==> config.mk <==
export PLATFORM = sky130hd
export DESIGN_NAME = exu_alu_flags
export DESIGN_NICKNAME = d
export VERILOG_FILES = /design/src/rtl/exu_alu_flags.sv
export SDC_FILE = /design/constraint.sdc
export NUM_CORES = 1
export LEC_CHECK = 0
export ABC_CLOCK_PERIOD_IN_PS = 3190
export BUFFER_PORTS_ARGS = -buffer_cell sky130_fd_sc_hd__buf_2
export CAP_MARGIN = 20
export CORE_UTILIZATION = 66
export CTS_CLUSTER_SIZE = 8
export DETAILED_ROUTE_END_ITERATION = 8
export PLACE_DENSITY = 0.9
export SLEW_MARGIN = 40
export SYNTH_ARGS = -nofsm -noshare
export SYNTH_HDL_FRONTEND = slang
export SYNTH_SLANG_ARGS = --single-unit
==> constraint.sdc <==
create_clock -name clk -period 3.19 [get_ports clk]
set_input_delay 0.4785 -clock clk [delete_from_list [all_inputs] [get_ports clk]]
set_output_delay 0.4785 -clock clk [all_outputs]
set_load 0.03 [all_outputs]
==> src/rtl/exu_alu_flags.sv <==
module exu_alu_flags #(
  parameter int W     = 32,
  parameter int IMM_S = 5,
  parameter int IMM_L = 16
) (
  input  logic             clk,
  input  logic             rst_n,
  input  logic [3:0]       op,
  input  logic             imm_sel,
  input  logic [W-1:0]     a,
  input  logic [W-1:0]     b,
  input  logic [IMM_L-1:0] imm,
  output logic [W-1:0]     res,
  output logic             res_we,
  output logic [W-1:0]     status
);
  localparam int SHW = $clog2(W);
  localparam int FZ = 0, FS = 1, FOV = 2, FCY = 3;

  typedef enum logic [3:0] {
    MOV, ADD, ADDW, MOVEA, MOVHI, ORX, ANDX, XORX, NOTX, SHL, SHR, SAR
  } op_e;
  typedef enum logic [1:0] {KEEP, ARITH, LOGIC} fcls_e;

  logic [W-1:0] sx_s, sx_l, zx_l, hi_l, addend, lrhs, nres;
  logic [W:0]   sum;
  logic [SHW-1:0] shamt;
  logic         nwe;
  fcls_e        fcls;

  assign sx_s   = {{(W-IMM_S){imm[IMM_S-1]}}, imm[IMM_S-1:0]};
  assign sx_l   = {{(W-IMM_L){imm[IMM_L-1]}}, imm};
  assign zx_l   = {{(W-IMM_L){1'b0}}, imm};
  assign hi_l   = {imm, {(W-IMM_L){1'b0}}};
  assign addend = (op == ADDW || op == MOVEA) ? sx_l :
                  (op == MOVHI) ? hi_l : (imm_sel ? sx_s : b);
  assign sum    = {1'b0, a} + {1'b0, addend};
  assign lrhs   = imm_sel ? zx_l : b;
  assign shamt  = imm_sel ? imm[SHW-1:0] : a[SHW-1:0];

  always_comb begin
    nres = res;
    nwe  = 1'b1;
    fcls = KEEP;
    case (op)
      MOV:   nres = imm_sel ? sx_s : b;
      ADD, ADDW: begin
        nres = sum[W-1:0];
        fcls = ARITH;
      end
      MOVEA, MOVHI: nres = sum[W-1:0];
      ORX:  begin nres = a | lrhs; fcls = LOGIC; end
      ANDX: begin nres = a & lrhs; fcls = LOGIC; end
      XORX: begin nres = a ^ lrhs; fcls = LOGIC; end
      NOTX: begin nres = ~b;       fcls = LOGIC; end
      SHL:  nres = b << shamt;
      SHR:  nres = b >> shamt;
      SAR:  nres = W'($signed(b) >>> shamt);
      default: nwe = 1'b0;
    endcase
  end

  logic [W-1:0] nstat;
  always_comb begin
    nstat = status;
    if (fcls != KEEP) begin
      nstat[FZ]  = (nres == '0);
      nstat[FS]  = nres[W-1] & ~(op == ANDX && imm_sel);
      nstat[FOV] = 1'b0;
    end
    if (fcls == ARITH) begin
      nstat[FCY] = sum[W];
      nstat[FOV] = (a[W-1] == addend[W-1]) && (nres[W-1] != a[W-1]);
    end
  end

  always_ff @(posedge clk or negedge rst_n) begin
    if (!rst_n) begin
      res    <= '0;
      res_we <= 1'b0;
      status <= '0;
    end else begin
      res    <= nres;
      res_we <= nwe;
      status <= nstat;
    end
  end
endmodule


==> reports/metrics.csv, run 1 <==
stage,metric,value,unit
clock_network,worst-case clock buffer depth,2,
synthesis,mapped cell area,0.0110,sq mm
synthesis,largest area contributor in the netlist,ha_1,
floorplan,Die Span X,131,microns
status,status,did not finish,
clock_network,Clock Tree Root,clkbuf_16,
clock_network,Sinks on Clock Net,37,
floorplan,Initial Util,68.4,%
status,failing step,clock tree synthesis,
floorplan,height of the die,131,microns
synthesis,asr flop ratio synth,100,%
synthesis,sequential area share after synthesis,8.40,%
synthesis,Yosys Warn Count,0,
clock_network,CTS resizes,185,
clock_network,depth of the CTS H-tree,2,
synthesis,predominant post-synthesis flop cell,dfrtp_1,
placement,IO Port Bufs,123,
synthesis,Post-synth top cells,"nand2_1, nor2_1, o21ai_0",
placement,hpwl dp,55100,microns
synthesis,Netlist cell types,90,
clock_network,Post-CTS Hold Buffers,0,
synthesis,Synth top area share,11.6,%
synthesis,Seq cells post-synth,37,
synthesis,largest cells by area after synthesis,"ha_1, mux4_2, dfrtp_1",
synthesis,Mapped Cells,1508,
floorplan,Rows,46,
clock_network,TritonCTS buffer count,5,
status,Err,"[ERROR DPL-0038] Utilization greater than 100%, impossible to legalize",
synthesis,Syn Area/Cell,7.31,sq um
placement,GPL Wtd Cong,1.40,
clock_network,post-CTS setup buffer count,45,
floorplan,io pins,152,
synthesis,Post-synth EDFFs,0,
-- through the flow --
step	cell area [sq um]	cells	setup TNS [ps]	worst slack, ps
after floorplan	11600	1535	-8290	-1170
after global placement	15400	2214	-15900	-1130
after detailed placement	15400	2214	-27050	-1600
-- logic make-up after synthesis --
| group | share of synthesized area [%] |
|---|---|
| AO/OA/AOI/OAI | 28.6 |
| XOR/XNOR | 1.59 |
| adder cells (fa/ha/maj) | 11.8 |
| buffers and inverters | 10.3 |
| flip-flops | 8.40 |
| multiplexers | 18.6 |
| other | 0.0340 |
| AND/OR/NAND/NOR | 20.7 |
==> run 2, diff against run 1 <==
CORE_UTILIZATION = 40   (was 66)
CTS_CLUSTER_SIZE = default   (was 8)
PLACE_DENSITY = default   (was 0.9)
PLACE_DENSITY_LB_ADDON = 0.15   (was default)
==> run 2 against run 1 <==
Net effect: the flow now finishes, with violations (setup timing); synthesized cell count did not move; synthesized area is the same.
==> reports/metrics.csv, run 2 <==
stage,metric,value,unit
synthesis,xor and xnor area share after synthesis,1.59,%
grt,grt total ovfl,0,
synthesis,Synth Area in Compound Gates,28.6,%
layout,area delta synth->final,59.1,%
grt,antenna violations before repair,2,
layout,number of flip-flops in the largest register,32,
floorplan,Initial Util,40.8,%
layout,fin nets,2309,
pwr,maximum VDD drop,0.000271,V
layout,"most common cell after layout, fill and taps aside",buf_4,
synthesis,mapped cell area,0.0110,sq mm
sta,slew margin rel.,47.1,%
run,Max-cap violations,0,
layout,"commonest non-fill, non-tap cells in the layout","buf_4, nand2_1, nor2_1",
grt,largest net degree at the start of global routing,41,
worst_setup_path,worst reg-to-reg path cell count,7,
synthesis,Synth top area share,11.6,%
layout,Reg with most FFs,res,
floorplan,die footprint,0.0282,sq mm
clock_network,CTS tree,built,
clock_network,"Clk Latency, worst-skew pair",280,ps
placement,GPL Wtd Cong,1.09,
synthesis,Seq cells post-synth,37,
detailed_routing,TritonRoute pass-1 iters,8,
floorplan,io pins,152,
detailed_routing,via count,15948,
status,status,finished with violations,
synthesis,largest family of logic cells by synthesized area,compound AO/OA/AOI/OAI gates,
sta,"Setup violations, final",28,
pwr,power per cell area,312,mW/mm^2
worst_setup_path,CP required,3400,ps
synthesis,Syn Area/Cell,7.31,sq um
hold_path,Worst Hold Class,in -> async,
clock_network,worst-case clock buffer depth,2,
layout,Antenna Cells,0,
worst_setup_path,CP most frequent cell,o21ai_1,
status,failing checks,setup timing,
grt,vias in the first global route,15129,
worst_setup_path,Critical Path Max Stage Delay,570,ps
synthesis,largest cells by area after synthesis,"ha_1, mux4_2, dfrtp_1",
synthesis,Mapped Cells,1508,
sta,total negative slack,-9180,ps
clock_network,depth of the CTS H-tree,2,
detailed_routing,drc violations,0,
sta,Peak Freq,242,MHz
clock_network,Clock Pin Slew Worst Setup and Hold Paths,60,ps
worst_setup_path,Worst setup EP type,register,
clock_network,Post-CTS Hold Buffers,0,
synthesis,asr flop ratio synth,100,%
synthesis,mux contribution to synthesized area,18.6,%
placement,hpwl dp,55200,microns
worst_setup_path,critical-path cell list,buf_8 -> or2_4 -> nor2_4 -> or2_4 -> nand2b_4 -> o21ai_1 -> ha_1 -> a21oi_2 -> o21ai_1 -> a221o_1 -> or3_4 -> o2111ai_4 -> and3_4 -> o32ai_4 -> or4_4 -> nor4_4 -> nand4_1 -> o21ai_1,
synthesis,fraction of the mapped netlist area in simple logic gates,20.7,%
detailed_routing,drt first-iter violations,2320,
sta,Slew @ Worst Pin,791,ps
placement,IO Port Bufs,123,
sta,Max Clock Skew,2.01,ps
detailed_routing,Vias/cell,6.48,
sta,final worst path period share,129,%
floorplan,total core area,0.0270,sq mm
synthesis,Netlist cell types,90,
detailed_routing,post-route ant nets,0,
synthesis,Post-synth EDFFs,0,
sta,Slew Limit Fails,0,
worst_setup_path,CP Class,in -> reg,
pwr,Lkg Pwr,8.39,nW
worst_setup_path,Setup crit start kind,input port,
sta,crit path time final,4120,ps
synthesis,Post-synth top cells,"nand2_1, nor2_1, o21ai_0",
grt,GR Util All Layers,47.6,%
detailed_routing,wire per inst,28.1,microns
synthesis,adder-cell share of the synthesized area,11.8,%
worst_setup_path,Max Fanout on Critical Path,8,
clock_network,TritonCTS buffer count,5,
clock_network,Clock Tree Root,clkbuf_16,
floorplan,Die Span X,168,microns
synthesis,largest area contributor in the netlist,ha_1,
detailed_routing,Routed Wire Length,69200,microns
sta,RSZ-0062 raised after global routing,true,
synthesis,predominant post-synthesis flop cell,dfrtp_1,
worst_setup_path,R2R setup slack,1260,ps
sta,final setup margin,-934,ps
sta,Final Hold Violating Endpoints,0,
layout,layout cells sized above 1,46.2,%
worst_setup_path,Critical Path AT,4330,ps
synthesis,sequential area share after synthesis,8.40,%
synthesis,Yosys Warn Count,0,
layout,biggest regs,"res: 32 flops, status: 4 flops, res_we: 1 flops",
sta,WHS,155,ps
pwr,Tot Pwr,0.00547,W
clock_network,Sinks on Clock Net,37,
worst_setup_path,slowest CP cell,or4_4,
floorplan,Rows,60,
grt,first-pass GRT wire length,99000,microns
floorplan,height of the die,168,microns
## run 2: metrics by stage
step	area (sq um)	instances	utilization [%]	setup slack (ps)
2_1_floorplan	11600	1535	-	-1170
3_3_place_gp	16100	2409	59.6	-1330
3_5_place_dp	16100	2409	59.6	-1480
4_1_cts	17000	2441	62.8	-934
5_1_grt	17500	2461	64.9	-1080
6_report	17500	2461	64.9	-934
## run 2: report_power, final
part / switching [W] / internal, W
clock network: 0.000201 / 0.000311
logic: 0.00240 / 0.00194
registers: 0.0000736 / 0.000556
total: 0.00267 / 0.00280
## run 2: cells by family after synthesis
family,after synthesis
simple gates,482
compound gates,479
buf+inv,248
mux,138
fa+ha+maj,103
flops,37
xor+xnor,20
other cells,1
## run 2: area by class of cell
type                            instances  area (sq um)
Multi-Input combinational cell       1250         10200
Fill cell                            2379          9480
Timing Repair Buffer                  740          5500
Sequential cell                        37           926
Tap cell                              341           427
Inverter                               85           323
Clock buffer                            6           139
Clock inverter                          2          13.8
## run 2: worst paths after layout
kind | to | startpoint
min reg2reg | status[3]$_DFFE_PN0P_ | status[3]$_DFFE_PN0P_
max | status[0]$_DFFE_PN0P_ | op[1]
min in group clk | status[3]$_DFFE_PN0P_ | status[3]$_DFFE_PN0P_
max in group asynchronous | res[26]$_DFF_PN0_ | rst_n
max reg2reg | status[0]$_DFFE_PN0P_ | res[4]$_DFF_PN0_
min | res[3]$_DFF_PN0_ | rst_n
## run 2: what timing repair did
action	in CTS	in global routing
pin swaps	51	59
buffers inserted	24	22
gates cloned	0	0
endpoints found under the setup margin	36	35
gates resized for setup	110	87
## run 2: worst max-delay path, delay by kind of cell
kind            cells  cell delay [ps]
simple gates        9             2280
compound gates      7             1140
fa+ha+maj           1              330
buf+inv             1              100
## run 2: per-layer routing
metal	up-vias	global-route usage (%)	share of wire (%)
met2	1235	73.8	43
met1	7588	60.2	37
met3	312	10.8	12
li1	6809	-	-
met4	4	28.7	7.3
met5	-	0	0.036
Power figures use the tool's default switching activity.
==> run 3, diff against run 2 <==
--- a/config.mk
+++ b/config.mk
@@ -11,4 +11,5 @@
 export CORE_UTILIZATION = 40
 export DETAILED_ROUTE_END_ITERATION = 8
+export MAX_ROUTING_LAYER = met4
 export PLACE_DENSITY_LB_ADDON = 0.15
 export SLEW_MARGIN = 40
==> constraint.sdc (replaced) <==
create_clock -name clk -period 3.19 [get_ports clk]
set_input_delay 0.1595 -clock clk [delete_from_list [all_inputs] [get_ports clk]]
set_output_delay 0.1595 -clock clk [all_outputs]
set_load 0.03 [all_outputs]
==> run 3 against run 2 <==
Net effect: the run still ends with setup timing left; non-clock buffer count down 59; utilization down 3.5 points; wire length down 1.3%; critical path type unchanged; largest cell class unchanged.
==> reports/metrics.csv, run 3 (synthesis results as in run 2) <==
stage,metric,value,unit
worst_setup_path,critical-path cell list,buf_6 -> or2_4 -> nor2_4 -> or2_4 -> buf_6 -> nand2b_4 -> o21ai_2 -> ha_4 -> buf_4 -> inv_1 -> nor3_2 -> nand3_2 -> a211oi_4 -> or3b_4 -> or4b_4 -> a211oi_4 -> nor3_4 -> buf_12 -> nor4_4 -> nand4_1 -> o21ai_1,
worst_setup_path,CP Class,in -> reg,
detailed_routing,wire per inst,28.4,microns
floorplan,Initial Util,40.8,%
worst_setup_path,slowest CP cell,or4b_4,
floorplan,Die Span X,168,microns
clock_network,depth of the CTS H-tree,2,
sta,crit path time final,3840,ps
sta,Max Clock Skew,4.97,ps
detailed_routing,TritonRoute pass-1 iters,6,
grt,vias in the first global route,14791,
worst_setup_path,CP required,3400,ps
placement,IO Port Bufs,123,
sta,Slew @ Worst Pin,716,ps
grt,first-pass GRT wire length,98400,microns
sta,"Setup violations, final",9,
worst_setup_path,Critical Path Max Stage Delay,480,ps
layout,layout cells sized above 1,42.2,%
pwr,Tot Pwr,0.00512,W
floorplan,die footprint,0.0282,sq mm
grt,GR Util All Layers,49.1,%
floorplan,total core area,0.0270,sq mm
clock_network,Sinks on Clock Net,37,
layout,Reg with most FFs,res,
layout,design area,0.0166,sq mm
run,Max-cap violations,0,
floorplan,Rows,60,
layout,area of the multi-input gates,0.00975,sq mm
status,failing checks,setup timing,
layout,"most common cell after layout, fill and taps aside",buf_4,
placement,Placed Area,0.0158,sq mm
sta,Peak Freq,261,MHz
layout,utilization after layout,61.4,%
status,status,finished with violations,
grt,antenna violations before repair,4,
clock_network,worst-case clock buffer depth,2,
sta,Final Hold Violating Endpoints,0,
detailed_routing,drt first-iter violations,2350,
clock_network,Clock Tree Root,clkbuf_16,
layout,# fillers,2481,
detailed_routing,Routed Wire Length,68300,microns
grt,largest net degree at the start of global routing,42,
detailed_routing,Vias/cell,6.45,
worst_setup_path,Max Fanout on Critical Path,6,
sta,final setup margin,-647,ps
worst_setup_path,Setup crit start kind,input port,
layout,fin nets,2251,
layout,area delta synth->final,50.5,%
layout,"commonest non-fill, non-tap cells in the layout","buf_4, nor2_1, nand2_1",
pwr,maximum VDD drop,0.000201,V
placement,GPL Wtd Cong,1.11,
pwr,Lkg Pwr,7.98,nW
clock_network,Clock Pin Slew Worst Setup and Hold Paths,60,ps
hold_path,Worst Hold Class,in -> reg,
clock_network,"Clk Latency, worst-skew pair",290,ps
floorplan,height of the die,168,microns
layout,biggest regs,"res: 32 flops, status: 4 flops, res_we: 1 flops",
detailed_routing,via count,15534,
sta,Slew Limit Fails,0,
grt,grt total ovfl,0,
floorplan,io pins,152,
worst_setup_path,Worst setup EP type,register,
sta,WHS,276,ps
sta,slew margin rel.,51.7,%
worst_setup_path,Critical Path AT,4050,ps
placement,hpwl dp,55500,microns
layout,number of flip-flops in the largest register,32,
pwr,power per cell area,308,mW/mm^2
layout,register area,926,sq um
detailed_routing,drc violations,0,
clock_network,CTS tree,built,
detailed_routing,post-route ant nets,0,
clock_network,TritonCTS buffer count,5,
sta,final worst path period share,120,%
sta,RSZ-0062 raised after global routing,true,
[run 3: cell types whose count changed in the layout (fill, tap and decap cells not counted), moves of 4 or more]
cell	change
a21oi_2	-9
a21oi_1	+12
ha_1	+4
a211oi_2	-4
xnor2_2	-4
buf_4	-46
ha_4	-6
o21ai_0	+8
a211oi_1	+4
xnor2_1	+5
diode_2	+4
buf_6	-15
[run 3: worst paths after layout]
check	from	end	slack (ps)	cells after the start
setup reg to reg	res[3]$_DFF_PN0_	status[0]$_DFFE_PN0P_	1310	7
setup / recovery	op[1]	status[0]$_DFFE_PN0P_	-650	21
max in group asynchronous	rst_n	res[11]$_DFF_PN0_	2470	2
min in group asynchronous	rst_n	res[5]$_DFF_PN0_	380	2
hold reg to reg	res[17]$_DFF_PN0_	res[17]$_DFF_PN0_	540	2
hold / removal	a[31]	status[2]$_DFFE_PN0P_	280	3
[run 3: per-layer routing]
metal  vias up  routed length, microns  global-route usage (%)  part of all wire, %
met5         -                       0                       -                    0
met1      7376                   25600                    58.4                   37
met3       301                    7820                    12.1                   11
met2      1170                   29500                    74.2                   43
met4         0                    5490                    30.8                  8.0
li1       6687                       -                       -                    -
[run 3: repair_timing]
item | in CTS | in global routing
hold buffers | 1 | 0
setup endpoints to repair | 18 | 24
pin swaps | 42 | 24
gates resized for setup | 69 | 47
gates cloned | 1 | 0
hold endpoints to repair | 18 | 0
setup buffers | 10 | 7
[run 3: final cells by class]
type,instances,area share [%]
timing repair buffer,681,30.2
multi-input combinational,1251,58.8
sequential,37,5.58
clock inverter,3,0.128
antenna,4,0.0603
clock buffer,5,0.754
tap,341,2.57
inverter,85,1.92
[run 3: through the flow]
step           setup WS, ps  cells  setup TNS (ps)
2_1_floorplan          -851   1535           -3120
3_3_place_gp          -1140   2378          -11140
3_5_place_dp          -1130   2378          -12170
4_1_cts                -483   2397           -1720
5_1_grt                -751   2407           -3280
6_report               -647   2407           -2610
[run 3: report_power, final]
part           leakage (nW)  switching, W  internal (W)  total [W]
combinational          7.46       0.00225       0.00174    0.00399
sequential            0.443     0.0000721      0.000556   0.000628
clock                0.0702      0.000209      0.000291   0.000500
[run 3: worst max-delay path, delay by kind of cell]
kind / cells / cell delay [ps]
adder cells (fa/ha/maj): 1 / 310
buffers and inverters: 5 / 550
AND/OR/NAND/NOR: 11 / 2250
AO/OA/AOI/OAI: 4 / 770
